## config.mk

```make
export PLATFORM = sky130hd
export DESIGN_NAME = tap_ir
export DESIGN_NICKNAME = d
export VERILOG_FILES = /design/src/rtl/tap_pkg.sv /design/src/rtl/tap_ir.sv
export SDC_FILE = /design/constraint.sdc
export NUM_CORES = 1
export LEC_CHECK = 0
export ABC_AREA = 1
export CAP_MARGIN = 25
export CORE_AREA = 2 2 39 41
export CTS_CLUSTER_SIZE = 20
export DETAILED_ROUTE_END_ITERATION = 16
export DIE_AREA = 0 0 41 43
export MAX_ROUTING_LAYER = met4
export SYNTH_ARGS = -nofsm -noshare
export SYNTH_HDL_FRONTEND = slang
export SYNTH_SLANG_ARGS = --single-unit
```

## constraint.sdc

```tcl
create_clock -name tck -period 1.11 [get_ports tck]
set_clock_uncertainty 0.15 [all_clocks]
set_input_delay 0.222 -clock tck [delete_from_list [all_inputs] [get_ports tck]]
set_output_delay 0.222 -clock tck [all_outputs]
set_load 0.05 [all_outputs]
```

## src/rtl/tap_pkg.sv

```systemverilog
package tap_pkg;

  typedef enum logic [3:0] {
    ST_TLR,
    ST_RTI,
    ST_SEL_DR,
    ST_CAP_DR,
    ST_SH_DR,
    ST_EX1_DR,
    ST_PAU_DR,
    ST_EX2_DR,
    ST_UPD_DR,
    ST_SEL_IR,
    ST_CAP_IR,
    ST_SH_IR,
    ST_EX1_IR,
    ST_PAU_IR,
    ST_EX2_IR,
    ST_UPD_IR
  } tap_state_e;

  typedef enum logic [1:0] {
    PATH_BYPASS,
    PATH_CTRL,
    PATH_NET
  } dr_path_e;

endpackage

```

## src/rtl/tap_ir.sv

```systemverilog
module tap_ir
  import tap_pkg::*;
#(
  parameter int              IR_W      = 3,
  parameter logic [IR_W-1:0] CAP_PAT   = 'b01,
  parameter logic [IR_W-1:0] OP_CTRL   = 'b001,
  parameter logic [IR_W-1:0] OP_NET    = 'b010,
  parameter logic [IR_W-1:0] OP_EXTEST = 'b000,
  parameter logic [IR_W-1:0] OP_SAMPLE = 'b011
) (
  input  logic       tck,
  input  logic       rst_n,
  input  tap_state_e state,
  input  logic       tdi,
  output logic       ir_so,
  output dr_path_e   path
);

  localparam logic [IR_W-1:0] OP_BYPASS = '1;

  logic [IR_W-1:0] sr_q, sr_d;
  logic [IR_W-1:0] hold_q, hold_d;

  always_comb begin
    sr_d = sr_q;
    if (state == ST_CAP_IR)     sr_d = CAP_PAT;
    else if (state == ST_SH_IR) sr_d = {tdi, sr_q[IR_W-1:1]};
  end

  always_ff @(posedge tck or negedge rst_n) begin
    if (!rst_n) sr_q <= '0;
    else        sr_q <= sr_d;
  end

  always_comb begin
    hold_d = hold_q;
    if (state == ST_TLR)         hold_d = OP_BYPASS;
    else if (state == ST_UPD_IR) hold_d = sr_q;
  end

  always_ff @(negedge tck or negedge rst_n) begin
    if (!rst_n) hold_q <= OP_BYPASS;
    else        hold_q <= hold_d;
  end

  // Decoder: external test and sample/preload have no boundary cells to use
  always_comb begin
    if (hold_q == OP_CTRL)        path = PATH_CTRL;
    else if (hold_q == OP_NET)    path = PATH_NET;
    else if (hold_q == OP_EXTEST) path = PATH_BYPASS;
    else if (hold_q == OP_SAMPLE) path = PATH_BYPASS;
    else                          path = PATH_BYPASS;
  end

  assign ir_so = sr_q[0];

  // capture leaves 1 in bit 0 and 0 in bit 1
  p_capture_ir_r2: assert property (@(posedge tck) disable iff (!rst_n)
    (state == ST_CAP_IR) |=> (sr_q[1:0] == 2'b01));

  // hold moves only in Update-IR or reset state
  p_ir_hold_quiet_r4: assert property (@(negedge tck) disable iff (!rst_n)
    (state != ST_UPD_IR && state != ST_TLR) |=> $stable(hold_q));

  // reset state holds the bypass code
  p_tlr_bypass_r10: assert property (@(posedge tck) disable iff (!rst_n)
    (state == ST_TLR) |-> (hold_q == OP_BYPASS));

  // pause keeps the instruction stage
  p_ir_pause_keep_r6: assert property (@(posedge tck) disable iff (!rst_n)
    (state == ST_PAU_IR) |=> $stable(sr_q));

endmodule

```

==> results of run 1 <==
[layer usage]
metal	GRT usage, %	part of all wire [%]	vias up
met5	-	0	-
li1	-	-	170
met2	20.0	59	6
met3	3.66	4.1	2
met1	12.6	35	147
met4	8.00	0.90	0
[logic make-up after synthesis]
family	Yosys count
compound gates	6
buf+inv	6
flops	6
simple gates	22
[cells in the final DEF (no fill, tap or decap), drive strengths merged]
cell and n:
nor3 1, clkdlybuf4s15 4, clkdlybuf4s50 2, nand2 13, o21ai 6, nor2 4, clkbuf 4, nand3 4
dfrtp 3, inv 8, dfstp 3, buf 9
[worst max path at each step]
| stage | start | end | slack, ns | depth (start not counted) |
|---|---|---|---|---|
| 6_report | hold_q[1] | path[1] | -1.0 | 3 |
| 5_1_grt | hold_q[1] | path[1] | -1.07 | 3 |
| 4_1_cts | hold_q[1] | path[1] | -1.02 | 3 |
| 3_5_place_dp | state[1] | hold_q[1] | -0.80 | 4 |
| 3_3_place_gp | state[0] | hold_q[1] | -0.83 | 4 |
| 2_1_floorplan | hold_q[1] | path[1] | -0.79 | 2 |
[Yosys cell counts]
master / n
nor2_4: 1
nor3_1: 1
nor2_1: 3
o21ai_0: 6
inv_1: 6
nand2_2: 1
nand3_1: 4
nand2_1: 12
dfstp_2: 3
dfrtp_1: 3
[power by group through the flow]
stage	clock, mW	sequential [mW]	combinational [mW]
global placement	0.0225	0.315	0.301
global route	0.307	0.321	0.359
detailed placement	0.0225	0.316	0.304
finish	0.271	0.314	0.333
CTS	0.287	0.315	0.333
floorplan	0.0225	0.335	0.123
[through the flow]
stage                     worst slack (ns)  power (mW)  setup TNS (ns)
final                               -0.999       0.919           -2.67
after global routing                 -1.07       0.987           -2.92
after CTS                            -1.02       0.935           -2.71
after detailed placement            -0.805       0.642           -5.60
after global placement              -0.827       0.638           -5.62
after floorplan                     -0.788       0.481           -2.16
[cell type report]
| class | count | area, um^2 | share of cell area (%) |
|---|---|---|---|
| multi-input cells | 28 | 163 | 28.4 |
| clock buffers | 4 | 26.3 | 4.60 |
| repair buffers | 15 | 178 | 31.1 |
| flip-flops and latches | 6 | 155 | 27.1 |
| inverters | 5 | 18.8 | 3.28 |
| well taps | 16 | 20.0 | 3.50 |
| clock inverters | 3 | 11.3 | 1.97 |
[flip-flops by register name (all words and copies together), names as in the netlist]
name	flops
hold_q	3
sr_q	3
[worst reg2reg max path: cells and delay by family, from the launching register on]
family / cells / cell delay (ns)
flip-flops: 1 / 0.39
AND/OR/NAND/NOR: 2 / 0.17
[what timing repair did]
action / 4_1_cts / 5_1_grt
hold buffers: 0 / 0
pin swaps: 1 / 4
gates resized for setup: 17 / 3
endpoints found under the setup margin: 9 / 7
setup buffers: 1 / 0
endpoints found under the hold margin: 0 / 0
==> metrics.cfg, run 1 <==
[run_status]
outcome = complete, but fails checks
failed_checks = negative setup slack

[timing]
worst_slew_pin_slew_ns = 0.218
hold_viol_final = 0
holdWs_ns = 0.206
layout_setup_ws_ns = -0.999
maxSlewViolCount = 0
max_slew_margin_pct = 85.4
setup-violations-final = 6
rsz0062_at_grt = yes

[logic_synthesis]
synth.yosys.seq_area_share_pct = 50.4
synth_area_leaders = dfstp_2, dfrtp_1, nand2_1
synth-adder-area-share_pct = 0
muxShareOfSynthArea_pct = 0
synth_area_leader_cell = dfstp_2
synth-seq-cells = 6
ys_types = 10
syn-num-nets = 47
syn_area_per_cell_um2 = 7.63
synth-compound-area-share_pct = 9.84
synth-simple-area-share_pct = 32.4
syn_area_um2 = 305
yosysWarnings = 0
synthXorXnorAreaFrac_pct = 0
syn_inst = 40
synth_top_family_by_area = simple AND/OR/NAND/NOR gates
synth_top_area_share_pct = 25.8

[routing]
ant_nets = 0
first_iter_violations = 4
viasPerCell = 4.22
routedWlPerCell_um = 10.1
dr.pass1.iters = 2
drc = 0
num_vias = 325
wirelength_um = 775

[cts]
path_clk_slew_ns = 0.06
numCtsBuffers = 3
clk_path_buf_depth = 2
cts_sinks = 6
ctsHtreeMaxLevel = 1
clkLatencyLatePin_ns = 0.30
root_buffer = clkbuf_4
cts_tree = yes

[critical_path]
reg2regPathDepth = 2
critPathKind = flip-flop to output port
cp-end-kind = output port
worst-path-max-fanout = 2
reg2reg_slack_ns = -0.20
cp-start-kind = flip-flop
path_delay_family = flip-flops
reg2reg_from = sr_q[1]
cp_data_required_time_ns = 0.74
r2r-end = hold_q[1]
cp_slowest_cell = dfstp_2
critPathArrivalTime_ns = 1.74
cp_slowest_stage_delay_ns = 0.52
cp_cell_sequence = inv_2, nor3_4, buf_12
cp_num_buf_inv = 2

[min_path]
min_path_type = input pin to asynchronous set/reset pin

[final_layout]
drive_above_1_share_pct = 47.5
layout.cells.non_filler = 77
fill_cells = 150
finalNetCount = 69
antenna_cells = 0
final_core_util_pct = 41.3
fin_area_um2 = 572
syn2layout_area_growth_pct = 87.3

[global_routing]
grt_max_degree = 7
grt_pass1_wl_um = 1410
grt.total_usage_pct = 12.6
grt_pass1_vias = 337
antenna_found_initial = 0
overflow = 0

[power_and_ir_drop]
switching_share_pct = 35.4
p_per_area_nw_per_um2 = 1610
vdd.ir_drop.worst_uv = 823
p_switching_uw = 325
clockPowerShare_pct = 29.5
pwr-share-seq_pct = 34.2
total_leakage_power_nw = 0.267
p_int_uw = 593
comb_power_share_pct = 36.3

[die]
core_um2 = 1380
fp.dieH_um = 43
initial_core_util_pct = 22.1
die_w_um = 41
placementRows = 14
die_area_um2 = 1760
io_pins = 10

[placed_design]
gp_congestion = 0.740
portBuffers = 9
place_inst = 70
place_area_um2 = 510
dp_hpwl_um = 575

[flow_run]
max_cap_violations = 0

(Power assumes the default switching activity.)
==> inputs of run 2 (changes only) <==
Settings changed: CTS_BUF_LIST from default to sky130_fd_sc_hd__clkbuf_8.
==> metrics.cfg, run 2 (synthesis gave the netlist of run 1 again) <==
[run_status]
outcome = complete, but fails checks
failed_checks = negative setup slack

[final_layout]
antenna_cells = 0  ; unchanged
drive_above_1_share_pct = 50.8  ; +3.3 points
finalNetCount = 71  ; +2.9%
fill_cells = 148  ; -1.3%
layout_common_cells = nand2_1, inv_1, buf_4, o21ai_0, buf_2
syn2layout_area_growth_pct = 95.9
final_common_cell = nand2_1
reg_top3 = hold_q x3, sr_q x3

[routing]
wirelength_um = 763  ; -1.5%
first_iter_violations = 3  ; -1
routedWlPerCell_um = 9.66  ; -4.0%
viasPerCell = 4.15  ; -1.6%
dr.pass1.iters = 4  ; +2
drc = 0  ; unchanged
ant_nets = 0  ; unchanged
num_vias = 328  ; +0.92%

[die]
placementRows = 14  ; unchanged
core_um2 = 1380  ; unchanged
die_w_um = 41  ; unchanged
io_pins = 10  ; unchanged
die_area_um2 = 1760  ; unchanged
initial_core_util_pct = 22.1  ; unchanged
fp.dieH_um = 43  ; unchanged

[cts]
root_buffer = clkbuf_8
numCtsBuffers = 3  ; unchanged
path_clk_slew_ns = 0.04  ; -0.02 ns
cts_sinks = 6  ; unchanged
clk_path_buf_depth = 2  ; unchanged
cts_tree = yes
ctsHtreeMaxLevel = 1  ; unchanged
clkLatencyLatePin_ns = 0.28  ; -0.02 ns

[timing]
max_slew_margin_pct = 85.4  ; about the same
holdWs_ns = 0.282  ; +0.0766 ns
setup-violations-final = 6  ; unchanged
maxSlewViolCount = 0  ; unchanged
worst_slew_pin_slew_ns = 0.218  ; -0.000367 ns
final.setup.tns_ns = -2.50  ; +0.173 ns
layout_setup_ws_ns = -0.986  ; +0.0133 ns
rsz0062_at_grt = yes
hold_viol_final = 0  ; unchanged

[min_path]
hold_depth = 4
min_path_type = input pin to flip-flop

[critical_path]
reg2regPathDepth = 2  ; unchanged
critPathKind = flip-flop to output port
worst-path-max-fanout = 2  ; unchanged
cp_data_required_time_ns = 0.74  ; about the same
cp_cell_sequence = inv_2, nor3_4, buf_12
cp_slowest_cell = dfstp_2
cp_slowest_stage_delay_ns = 0.52  ; about the same
critPathArrivalTime_ns = 1.72  ; -0.02 ns
cp-end-kind = output port
cp-start-kind = flip-flop

[global_routing]
antenna_found_initial = 0  ; unchanged
overflow = 0  ; unchanged
grt_pass1_vias = 332  ; -1.5%
grt_pass1_wl_um = 1380  ; -1.9%
grt_max_degree = 7  ; unchanged
grt.total_usage_pct = 11.6  ; -0.94 points

[flow_run]
max_cap_violations = 0  ; unchanged

[power_and_ir_drop]
p_per_area_nw_per_um2 = 1740  ; +8.5%
vdd.ir_drop.worst_uv = 934  ; +13%
total_leakage_power_nw = 0.302  ; +13%

[placed_design]
portBuffers = 9  ; unchanged
dp_hpwl_um = 575  ; unchanged
gp_congestion = 0.740  ; unchanged
preCtsSetupSlack_ns = -0.805  ; unchanged

[run 2: through the flow]
| stage | utilization, % | power, mW | cell area, um^2 | instances |
|---|---|---|---|---|
| after global placement | 36.9 | 0.638 | 510 | 70 |
| after detailed placement | 36.9 | 0.642 | 510 | 70 |
| after global routing | 43.2 | 1.10 | 598 | 79 |
| after floorplan | - | 0.481 | 333 | 40 |
| final | 43.2 | 1.04 | 598 | 79 |
| after CTS | 41.0 | 1.04 | 567 | 77 |
[run 2: worst max-delay path: cells and delay by family (launching register included)]
kind	cells	cell delay, ns
and+or+nand+nor	1	0.14
buffers and inverters	2	0.21
DFF	1	0.52
[run 2: layout make-up]
type,instances,area [um^2],area share (%)
Inverter,5,18.8,3.14
Sequential cell,6,155,25.9
Clock inverter,4,15.0,2.51
Tap cell,16,20.0,3.35
Multi-Input combinational cell,28,175,29.3
Clock buffer,3,41.3,6.90
Timing Repair Buffer,17,173,28.9
[run 2: where the power goes]
group          total [mW]  internal [mW]  switching (mW)
combinational       0.340          0.168           0.172
sequential          0.316          0.277          0.0386
clock               0.386          0.254           0.132
total                1.04          0.699           0.343
[run 2: timing repair]
action	in CTS	in global routing
setup buffers	1	1
endpoints found under the hold margin	0	3
endpoints found under the setup margin	9	8
cloned	0	0
resized for setup	21	6
pin swaps	2	3
hold buffers	0	1
[run 2: routing by layer]
metal  global-route usage, %  wire length [um]
met4                    2.00                 0
met3                    3.66                33
met1                    12.6               287
met2                    20.0               441
met5                       -                 0
[run 2: path summary, 6_finish.rpt]
kind,from,endpoint,slack (ns)
min in group asynchronous,rst_n,hold_q[2],0.35
max,hold_q[1],path[1],-0.99
min,state[0],sr_q[2],0.28
min reg2reg,hold_q[0],hold_q[0],0.38
max reg2reg,sr_q[0],hold_q[0],-0.15
max in group asynchronous,rst_n,sr_q[0],0.31
==> inputs of run 3 (changes only) <==
Settings changed: HOLD_SLACK_MARGIN from default to 0.15.
==> results of run 3 <==
The final DEF is identical to that of run 2; final timing and power are the same.
